<file path="src/rtl/bdt_pkg.sv">
package bdt_pkg;
  typedef enum logic [1:0] {
    KIND_CTRL  = 2'b00,
    KIND_ASYNC = 2'b01,
    KIND_ISOC  = 2'b10,
    KIND_SYNC  = 2'b11
  } chan_kind_e;
endpackage

</file>
<file path="src/rtl/bdt_size_check.sv">
module bdt_size_check
  import bdt_pkg::*;
#(
  parameter int SIZE_W  = 16,
  parameter int SHIFT_W = 3,
  parameter int CA_MAX  = 2048
) (
  input  logic [1:0]         kind_i,
  input  logic [SIZE_W-1:0]  size_i,
  input  logic [SIZE_W-1:0]  pkt_len_i,
  input  logic [SIZE_W-1:0]  frame_bytes_i,
  input  logic [SHIFT_W-1:0] frame_shift_i,
  output logic               size_ok_o
);
  localparam int UNIT_W = SIZE_W + (1 << SHIFT_W) - 1;

  logic [UNIT_W-1:0] unit;
  logic [UNIT_W-1:0] size_w;
  logic              ca_ok, isoc_ok, sync_ok;
  chan_kind_e        kind;

  always_comb begin
    kind    = chan_kind_e'(kind_i);
    unit    = UNIT_W'(frame_bytes_i) << frame_shift_i;
    size_w  = UNIT_W'(size_i);
    ca_ok   = 32'(size_i) <= 32'(CA_MAX);
    isoc_ok = (pkt_len_i != '0) && ((size_i % pkt_len_i) == '0) &&
              ({1'b0, size_i} >= {pkt_len_i, 1'b0});
    sync_ok = (unit != '0) && ((size_w % unit) == '0);
    unique case (kind)
      KIND_ISOC: size_ok_o = isoc_ok;
      KIND_SYNC: size_ok_o = sync_ok;
      default:   size_ok_o = ca_ok;
    endcase
    if (size_i == '0) size_ok_o = 1'b0;
  end
endmodule

</file>
<file path="src/rtl/bdt_slot.sv">
module bdt_slot #(
  parameter int ADDR_W = 32,
  parameter int SIZE_W = 16
) (
  input  logic              clk,
  input  logic              rst_n,
  input  logic              load_i,
  input  logic [ADDR_W-1:0] addr_i,
  input  logic [SIZE_W-1:0] lenm1_i,
  input  logic              done_i,
  input  logic              err_i,
  input  logic              clear_i,
  output logic              rdy_o,
  output logic              done_o,
  output logic              err_o,
  output logic [ADDR_W-1:0] addr_o,
  output logic [SIZE_W-1:0] lenm1_o
);
  logic rdy_d, done_d, err_d;

  always_comb begin
    rdy_d  = rdy_o;
    done_d = done_o | done_i;
    err_d  = err_o | err_i;
    if (clear_i) begin
      rdy_d  = 1'b0;
      done_d = 1'b0;
      err_d  = 1'b0;
    end
    if (load_i) begin
      rdy_d  = 1'b1;
      done_d = 1'b0;
      err_d  = 1'b0;
    end
  end

  always_ff @(posedge clk or negedge rst_n) begin
    if (!rst_n) begin
      rdy_o   <= 1'b0;
      done_o  <= 1'b0;
      err_o   <= 1'b0;
      addr_o  <= '0;
      lenm1_o <= '0;
    end else begin
      rdy_o  <= rdy_d;
      done_o <= done_d;
      err_o  <= err_d;
      if (load_i) begin
        addr_o  <= addr_i;
        lenm1_o <= lenm1_i;
      end
    end
  end

  assert_slot_cleared_R4: assert property (@(posedge clk) disable iff (!rst_n)
    (clear_i && !load_i) |=> (!rdy_o && !done_o && !err_o));
  assert_slot_loaded_R2: assert property (@(posedge clk) disable iff (!rst_n)
    load_i |=> (rdy_o && !done_o));
endmodule

</file>
<file path="src/rtl/bdt_count.sv">
module bdt_count #(
  parameter int CNT_W = 8
) (
  input  logic             clk,
  input  logic             rst_n,
  input  logic             accept_i,
  input  logic             req_i,
  input  logic             step_i,
  input  logic             det_i,
  input  logic [CNT_W-1:0] det_num_i,
  output logic [1:0]       level_o,
  output logic [CNT_W-1:0] done_cnt_o,
  output logic             step_uflow_o,
  output logic             det_uflow_o
);
  logic [CNT_W-1:0] req_cnt, svc_cnt;
  logic [CNT_W-1:0] req_cnt_d, svc_cnt_d, done_cnt_d;
  logic [1:0]       level_d;
  logic             pending, step_act, step_take, det_ok;

  always_comb begin
    pending      = req_cnt != svc_cnt;
    step_act     = step_i & pending;
    step_uflow_o = step_act & (level_o == 2'd0);
    step_take    = step_act & (level_o != 2'd0);
    det_ok       = det_i & (det_num_i <= done_cnt_o);
    det_uflow_o  = det_i & ~det_ok;
    level_d      = level_o;
    if (accept_i && !step_take)      level_d = level_o + 2'd1;
    else if (!accept_i && step_take) level_d = level_o - 2'd1;
    req_cnt_d  = req_cnt + CNT_W'(req_i);
    svc_cnt_d  = svc_cnt + CNT_W'(step_act);
    done_cnt_d = done_cnt_o + CNT_W'(step_take) - (det_ok ? det_num_i : '0);
  end

  always_ff @(posedge clk or negedge rst_n) begin
    if (!rst_n) begin
      level_o    <= 2'd0;
      req_cnt    <= '0;
      svc_cnt    <= '0;
      done_cnt_o <= '0;
    end else begin
      level_o    <= level_d;
      req_cnt    <= req_cnt_d;
      svc_cnt    <= svc_cnt_d;
      done_cnt_o <= done_cnt_d;
    end
  end

  assert_level_cap_R1: assert property (@(posedge clk) disable iff (!rst_n)
    level_o <= 2'd2);
  assert_step_lowers_R5: assert property (@(posedge clk) disable iff (!rst_n)
    (step_take && !accept_i) |=> (level_o == $past(level_o) - 2'd1));
  assert_detach_refused_R6: assert property (@(posedge clk) disable iff (!rst_n)
    (det_uflow_o && !step_take) |=> $stable(done_cnt_o));
endmodule

</file>
<file path="src/rtl/bdt_pair.sv">
module bdt_pair #(
  parameter int ADDR_W  = 32,
  parameter int SIZE_W  = 16,
  parameter int SHIFT_W = 3,
  parameter int CNT_W   = 8,
  parameter int CA_MAX  = 2048
) (
  input  logic               clk,
  input  logic               rst_n,
  input  logic [1:0]         cfg_kind,
  input  logic [SIZE_W-1:0]  cfg_pkt_len,
  input  logic [SIZE_W-1:0]  cfg_frame_bytes,
  input  logic [SHIFT_W-1:0] cfg_frame_shift,
  input  logic               sub_valid,
  input  logic [ADDR_W-1:0]  sub_addr,
  input  logic [SIZE_W-1:0]  sub_size,
  output logic               sub_accept,
  output logic               sub_overflow,
  output logic               sub_badsize,
  output logic               sub_ready,
  output logic [1:0]         slot_rdy,
  output logic [ADDR_W-1:0]  slot0_addr,
  output logic [SIZE_W-1:0]  slot0_len_m1,
  output logic [ADDR_W-1:0]  slot1_addr,
  output logic [SIZE_W-1:0]  slot1_len_m1,
  input  logic [1:0]         hw_done,
  input  logic [1:0]         hw_err,
  output logic               svc_evt,
  output logic               svc_slot,
  output logic               svc_err,
  input  logic               step_req,
  output logic               step_underflow,
  input  logic               det_valid,
  input  logic [CNT_W-1:0]   det_num,
  output logic               det_underflow,
  output logic [CNT_W-1:0]   done_count,
  output logic [1:0]         queued
);
  localparam int NSLOT = 2;

  logic              size_ok, accept, overflow, badsize, svc_fire;
  logic              fill_q, fill_d, drain_q, drain_d;
  logic              step_uflow, det_uflow;
  logic [NSLOT-1:0]  s_done, s_err;
  logic [ADDR_W-1:0] s_addr [NSLOT];
  logic [SIZE_W-1:0] s_len  [NSLOT];

  bdt_size_check #(.SIZE_W(SIZE_W), .SHIFT_W(SHIFT_W), .CA_MAX(CA_MAX)) u_size (
    .kind_i(cfg_kind), .size_i(sub_size), .pkt_len_i(cfg_pkt_len),
    .frame_bytes_i(cfg_frame_bytes), .frame_shift_i(cfg_frame_shift),
    .size_ok_o(size_ok));

  always_comb begin
    badsize  = sub_valid & ~size_ok;
    overflow = sub_valid & size_ok & (queued == 2'd2);
    accept   = sub_valid & size_ok & (queued != 2'd2);
    svc_fire = s_done[drain_q];
    fill_d   = accept   ? ~fill_q  : fill_q;
    drain_d  = svc_fire ? ~drain_q : drain_q;
  end

  for (genvar g = 0; g < NSLOT; g++) begin : g_slot
    bdt_slot #(.ADDR_W(ADDR_W), .SIZE_W(SIZE_W)) u_slot (
      .clk(clk), .rst_n(rst_n),
      .load_i(accept && (fill_q == 1'(g))),
      .addr_i(sub_addr), .lenm1_i(sub_size - SIZE_W'(1)),
      .done_i(hw_done[g]), .err_i(hw_err[g]),
      .clear_i(svc_fire && (drain_q == 1'(g))),
      .rdy_o(slot_rdy[g]), .done_o(s_done[g]), .err_o(s_err[g]),
      .addr_o(s_addr[g]), .lenm1_o(s_len[g]));
  end

  assign slot0_addr   = s_addr[0];
  assign slot0_len_m1 = s_len[0];
  assign slot1_addr   = s_addr[1];
  assign slot1_len_m1 = s_len[1];

  bdt_count #(.CNT_W(CNT_W)) u_count (
    .clk(clk), .rst_n(rst_n), .accept_i(accept), .req_i(svc_fire),
    .step_i(step_req), .det_i(det_valid), .det_num_i(det_num),
    .level_o(queued), .done_cnt_o(done_count),
    .step_uflow_o(step_uflow), .det_uflow_o(det_uflow));

  assign sub_ready = queued != 2'd2;

  always_ff @(posedge clk or negedge rst_n) begin
    if (!rst_n) begin
      fill_q         <= 1'b0;
      drain_q        <= 1'b0;
      sub_accept     <= 1'b0;
      sub_overflow   <= 1'b0;
      sub_badsize    <= 1'b0;
      svc_evt        <= 1'b0;
      svc_slot       <= 1'b0;
      svc_err        <= 1'b0;
      step_underflow <= 1'b0;
      det_underflow  <= 1'b0;
    end else begin
      fill_q         <= fill_d;
      drain_q        <= drain_d;
      sub_accept     <= accept;
      sub_overflow   <= overflow;
      sub_badsize    <= badsize;
      svc_evt        <= svc_fire;
      svc_slot       <= drain_q;
      svc_err        <= s_err[drain_q];
      step_underflow <= step_uflow;
      det_underflow  <= det_uflow;
    end
  end

  assert_no_overflow_R1: assert property (@(posedge clk) disable iff (!rst_n)
    (sub_valid && size_ok && !sub_ready) |=> (sub_overflow && !sub_accept && $stable(slot_rdy)));
  assert_fill_toggle_R2: assert property (@(posedge clk) disable iff (!rst_n)
    sub_accept |-> (fill_q != $past(fill_q)));
  assert_drain_hold_R3: assert property (@(posedge clk) disable iff (!rst_n)
    !svc_fire |=> $stable(drain_q));
  assert_one_response_R7: assert property (@(posedge clk) disable iff (!rst_n)
    $onehot0({sub_accept, sub_overflow, sub_badsize}));
endmodule

</file>
<file path="config.mk">
export PLATFORM = sky130hd
export DESIGN_NAME = bdt_pair
export DESIGN_NICKNAME = d
export VERILOG_FILES = /design/src/rtl/bdt_pkg.sv /design/src/rtl/bdt_size_check.sv /design/src/rtl/bdt_slot.sv /design/src/rtl/bdt_count.sv /design/src/rtl/bdt_pair.sv
export SDC_FILE = /design/constraint.sdc
export NUM_CORES = 1
export LEC_CHECK = 0
export ABC_AREA = 1
export BUFFER_PORTS_ARGS = -buffer_cell sky130_fd_sc_hd__buf_2
export CAP_MARGIN = 10
export CORE_MARGIN = 2
export CORE_UTILIZATION = 50
export DETAILED_ROUTE_END_ITERATION = 6
export PLACE_DENSITY = 0.77
export SLEW_MARGIN = 20
export SYNTH_ARGS = -nofsm -noshare
export SYNTH_HDL_FRONTEND = slang
export SYNTH_SLANG_ARGS = --single-unit
</file>
<file path="constraint.sdc">
create_clock -name clk -period 3.3 [get_ports clk]
set_clock_uncertainty 0.1 [all_clocks]
set_input_delay 0.33 -clock clk [delete_from_list [all_inputs] [get_ports clk]]
set_output_delay 0.33 -clock clk [all_outputs]
set_load 0.01 [all_outputs]
</file>
==> results of run 1 <==
-- synth_stat cells (all sizes together) (16+ instances only) --
library cell | count | area [um2]
buf | 89 | 586
or2 | 66 | 413
nand2 | 1273 | 4900
ha | 456 | 5710
xor2 | 184 | 1610
nor4 | 18 | 113
dfrtp | 138 | 3450
clkbuf | 45 | 174
a21o | 43 | 323
nand3 | 375 | 2180
nor3 | 43 | 220
xnor2 | 130 | 1140
inv | 657 | 2470
o21bai | 132 | 995
a21oi | 341 | 1730
o21a | 16 | 120
nor2 | 219 | 932
o21ai | 258 | 1350
nand4 | 37 | 231
-- cells by family after synthesis --
family	Yosys count	synth area share, %
other	1	0.0127
and+or+nand+nor	2049	30.8
muxes	2	0.0678
AOI/OAI and AO/OA	874	17.5
buffers and inverters	798	11.0
xor gates and xnor gates	314	9.31
adders and majority gates	459	19.5
DFF	138	11.7
-- metal layers --
metal / GRT overflow / global-route usage [%]
met1: 82 / 86.9
met2: 759 / 102
met3: 58 / 81.8
met4: 364 / 94.7
met5: 18 / 69.8
-- timing repair --
action	4_1_cts
endpoints found under the hold margin	81
pin swaps	315
hold buffers	1
setup endpoints to repair	110
buffers inserted	300
gates cloned	15
resized for setup	390
-- through the flow --
step	setup TNS [ns]	cells	setup slack, ns	cell area [um2]
after CTS	-3785.55	7182	-35.14	47000
after detailed placement	-4083.71	6836	-37.88	42200
after global placement	-3919.52	6836	-36.32	42200
after floorplan	-3639.49	4641	-34.07	30900
==> summary by stage, run 1 <==
Synthesis
Yosys mapped a number of flops with a built-in enable equal to 0. In this run the cell area of the synthesized design comes to 29500 um2. Sequential cells were found to cover 11.7% of the synthesized design area. The number of synthesized register bits is 138. The average instance in the mapped netlist occupies 6.37 um2. In this run, distinct cell masters in the synthesized netlist total 70. The most instantiated flip-flop cell in the synthesis netlist is sky130_fd_sc_hd__dfrtp_1. The total of warnings raised by yosys is 0. Synthesis produced around 4600 cells. After synthesis, the share of flip-flops with an asynchronous set or reset is 100%.

Clocking
The master cell of the clock root buffer is sky130_fd_sc_hd__clkbuf_16. The TritonCTS sink count is 138. The maximum level of the CTS H-tree is 4. The clock tree buffer depth is 2. TritonCTS created 17 clock buffers.

Global routing
The sum of overflow across all layers after global routing is 1281. The total routing resource utilization after global routing is 90.5%. Entering global routing, the biggest net connects 85 pins.

Timing
After the last repair the worst path ends at a register input. Once global-route timing repair stopped, the endpoint with the least setup slack was g_slot[0].u_slot.addr_o[10]$_DFFE_PN0P_/D.

Status
The tool reported: "[ERROR GRT-0232] Routing congestion too high. Check the congestion heatmap in the GUI". The flow did not finish. The halt point of the flow is 5_1_grt.

Die
The floorplan has 89 rows. Measured along the x axis, the die boundary spans 247 um. The initial standard-cell utilization of the core is around half. The number of primary I/O pins is roughly 220. The vertical extent of the die is 247 um.

Placed design
The congestion estimate from routability-driven global placement came to around 0.95. The total half-perimeter wirelength after legalization and detailed placement is 81.4 mm. The number of buffer cells added on primary ports is 218.
==> inputs of run 2 (changes only) <==
CORE_UTILIZATION = 35   (was 50)
PLACE_DENSITY = unset   (was 0.77)
PLACE_DENSITY_LB_ADDON = 0.15   (was unset)
clock period = 4.3 ns   (was 3.3 ns; I/O delays follow)
==> run 2 against run 1 <==
Net effect:
- the flow now finishes, with violations (setup timing)
- synthesized cell count unchanged
- synthesized area unchanged
==> summary by stage, run 2 <==
Status
The flow ran to the end, but the final reports show violations. The checks that failed: setup timing.

Detailed routing
Once detail routing completed, the nets flagged for antenna violations numbered 0. The length of the first detailed-routing pass in iterations is 5. The highest layer touched by signal routing is met5. In the final routed layout, each cell accounts on average for 14.9 um. The count of vias placed by the detailed router is around 37000. The average via count per standard cell is ~4.8.

Detailed routing placed a total of 3.55 mm of wire on met3. In the final routing, the length of wire on met1 measures approximately 52 mm. After detailed routing, the number of remaining DRC violations is 0. The total wire length after detailed routing is 114 mm. The count of routing violations after the opening detailed-route iteration is 1565. The met2 wire length is approximately 55 mm.

Critical path
The critical path data required time is ~4.5 ns. The worst stage delay on the critical path is 0.31 ns. The biggest fanout along the worst timing path is 8. The critical path class is input pin to flip-flop. The critical path data arrival time is 39.43 ns. STA classifies the critical path startpoint as an input pin. On the critical path, the stage with the largest delay is an instance of sky130_fd_sc_hd__ha_1.

The most numerous cell on the critical path is sky130_fd_sc_hd__nand2_2. The element type at the critical path end is a flip-flop.

Placed design
The number of buffer cells added on primary ports is about 220. Before CTS, the worst setup slack after placement is -36.64 ns. The final estimated routing congestion in global placement is 0.894.

After legalization and detailed placement, the total HPWL measured 83.9 mm. The number of placed instances, taps included is 7189.

Synthesis
Yosys mapped a number of flops with a built-in enable equal to 0. The average footprint of a synthesized cell is between 6 and 7 um2. The library cell with the highest instance count after synthesis is sky130_fd_sc_hd__nand2_1.

The simple-gate share of the synthesized area is 30.8%. The total of warnings raised by yosys is 0. Summed over its instances, the top area cell type makes up 19.3% of the synthesized netlist area.

By count the netlist is led by 1234 x sky130_fd_sc_hd__nand2_1, 631 x sky130_fd_sc_hd__inv_1, 456 x sky130_fd_sc_hd__ha_1. After synthesis, the largest family of logic cells by area is simple AND/OR/NAND/NOR gates. In the synthesized netlist the async set-or-reset flop fraction comes to 100%.

The multiplexer share of the synthesized area is 0.0678%. The number of synthesized register bits is around 140. Sorting the synthesized cells by area gives the leading types as sky130_fd_sc_hd__ha_1 19%, sky130_fd_sc_hd__nand2_1 16%, sky130_fd_sc_hd__dfrtp_1 12%, sky130_fd_sc_hd__inv_1 8.0%, sky130_fd_sc_hd__a21oi_1 5.7%. The portion of the post-synthesis area used by sequential elements is 11.7%. After Yosys synthesis, XOR and XNOR cells account for approximately a tenth of the synthesized area. The post-synthesis compound-gate area fraction is 17.5%. The cell area after synthesis is 29500 um2. The biggest area contributor in the post-synthesis netlist is sky130_fd_sc_hd__ha_1.

Of the total synthesized cell area, the portion taken by full adders, half adders and majority gates is between 10% and 20%. Synthesis instantiated 70 different standard cells from the library. The number of instances in the synthesized netlist is about 4600. For this run, the leading register cell type out of synthesis is sky130_fd_sc_hd__dfrtp_1.

Layout
After the last flow step, the layout net total stands at around 7000. Cells with a size suffix above 1 make up 44.7% of the layout. The number of flip-flops under the largest register name is 64.

The top cell types in the final layout, fill and taps aside, are 1747 x sky130_fd_sc_hd__buf_4, 1028 x sky130_fd_sc_hd__nand2_1, 576 x sky130_fd_sc_hd__inv_1. The post-layout instance count excluding filler cells is around 7700. In the final layout, the registers with the most flip-flops are g_slot.u_slot.addr_o: 64 flops, g_slot.u_slot.lenm1_o: 32 flops. Leaving out fill and tap cells, the most frequent cell in the layout is sky130_fd_sc_hd__buf_4.

Measured on the finished design, the core utilization comes to 59.9%. More flip-flops sit in one register than any other, and that register is g_slot.u_slot.addr_o. The area growth from synthesis to layout is 69.4%.

Die
The initial utilization of the core area, before any placement, comes to 35.4%. The x dimension of the die is 295 um. The vertical extent of the die is 295 um. 219 I/O pins were placed. The core region is 83600 um2. The number of rows created at floorplan is 106. The die covers 86700 um2.

Clocking
The tree is rooted in a sky130_fd_sc_hd__clkbuf_16. TritonCTS built the clock tree. The clock reaches the later pin of the worst-skew pair after about 0.43 ns.

The clock passes through at most 2 buffers. The H-tree generated during clock tree synthesis spans 4 levels. The total CTS buffers is 17.

The TritonCTS sink count is ~140. The clock-pin slew reported for the worst setup and hold paths after clock tree synthesis is 0.06 ns.

Run
The count of maximum capacitance violations is 0.

Timing
Setup repair after global routing could not meet its margin everywhere. The ratio of final minimum period to clock period is 912%. The final hold violation count is 0.

Setup violations remaining at the end of the flow were counted as approximately 110. Based on the critical path, the design can be clocked at up to 25.5 MHz. The worst path setup slack after routing is -34.93 ns.

The slew of the pin with the lowest slew margin is 0.941 ns. For the finished layout, the period the worst path requires is between 30 and 40 ns. The sum of negative setup slack is -3760.38 ns. The worst relative slew slack is 37.3%. The count of pins over their slew limit is 0.

Power
Power comes to 15700 uW. The maximum vdd drop is between 0.3 and 0.4 mV. The static leakage is approximately 0.028 uW. Dividing total power by cell area gives a power density of 315 nW/um2.

Global routing
The via count of the first global-routing pass is 35900. For this run, the total global-route usage over all layers was measured as 25.3%. The initial antenna violation count is 5.

The first global-routing pass estimated 179 mm of wire. Entering global routing, the biggest net connects approximately 90 pins. For this run the aggregate overflow at the end of global routing stands at 0.

Hold path
The path class of the lowest-slack min-delay path is input pin to flip-flop.
run 2: cell counts after synthesis:
Identical to the previous run, type by type.
run 2: worst max-delay path: cells and delay by family:
kind,cells,cell delay (ns)
adder cells (fa/ha/maj),21,5.50
AO/OA/AOI/OAI,64,9.16
buffers and inverters,88,8.94
XOR/XNOR,6,0.90
AND/OR/NAND/NOR,151,14.40
run 2: per-stage QoR:
step                      hold WS, ns  instance area (um2)
final                           0.127                50000
after global routing            0.132                50000
after CTS                       0.102                48200
after detailed placement        0.349                42900
after global placement          0.349                42900
after floorplan                0.0344                30900
run 2: cell type report:
cell class | count | area (um2)
flip-flops and latches | 138 | 3460
clock inverters | 13 | 154
multi-input cells | 3707 | 26600
repair inverters | 1 | 6.26
inverters | 664 | 2570
diodes | 3 | 7.51
fillers | 7741 | 33500
repair buffers | 2040 | 15500
clock buffers | 19 | 433
well taps | 1080 | 1350
run 2: path summary, 6_finish.rpt:
check | start | end | slack [ns] | cells past startpoint
min in group asynchronous | rst_n | g_slot[1].u_slot.addr_o[7]$_DFFE_PN0P_ | 0.51 | 2
worst min register to register | drain_q$_DFFE_PN0P_ | svc_slot$_DFF_PN0_ | 0.37 | 0
max in group asynchronous | rst_n | step_underflow$_DFF_PN0_ | 2.66 | 3
worst max register to register | u_count.done_cnt_o[3]$_DFF_PN0_ | u_count.done_cnt_o[7]$_DFF_PN0_ | 0.45 | 23
worst min-delay path | det_valid | det_underflow$_DFF_PN0_ | 0.13 | 3
worst max-delay path | cfg_frame_shift[0] | g_slot[1].u_slot.addr_o[13]$_DFFE_PN0P_ | -34.93 | 330
run 2: layer usage:
layer	vias up	global-route usage, %
met1	16800	32.7
met5	-	0
li1	19200	-
met3	168	1.81
met2	588	44.9
met4	2	7.27
run 2: what timing repair did:
action	CTS	global route
resized for setup	389	295
endpoints found under the setup margin	108	108
gates cloned	16	5
hold endpoints to repair	15	0
buffers inserted	355	71
pin swaps	259	298
hold buffers	1	0
run 2: report_power, final:
part           switching [uW]  total [uW]  internal (uW)
Combinational            6040       11800           5800
Clock                     620        1490            871
Sequential                456        2410           1950
run 2: logic make-up after synthesis:
group | count (synthesis)
AND/OR/NAND/NOR | 2049
AO/OA/AOI/OAI | 874
buffers and inverters | 798
adder cells (fa/ha/maj) | 459
XOR/XNOR | 314
flip-flops | 138
multiplexers | 2
other | 1
Note: power is estimated with default switching activity, not from simulation.
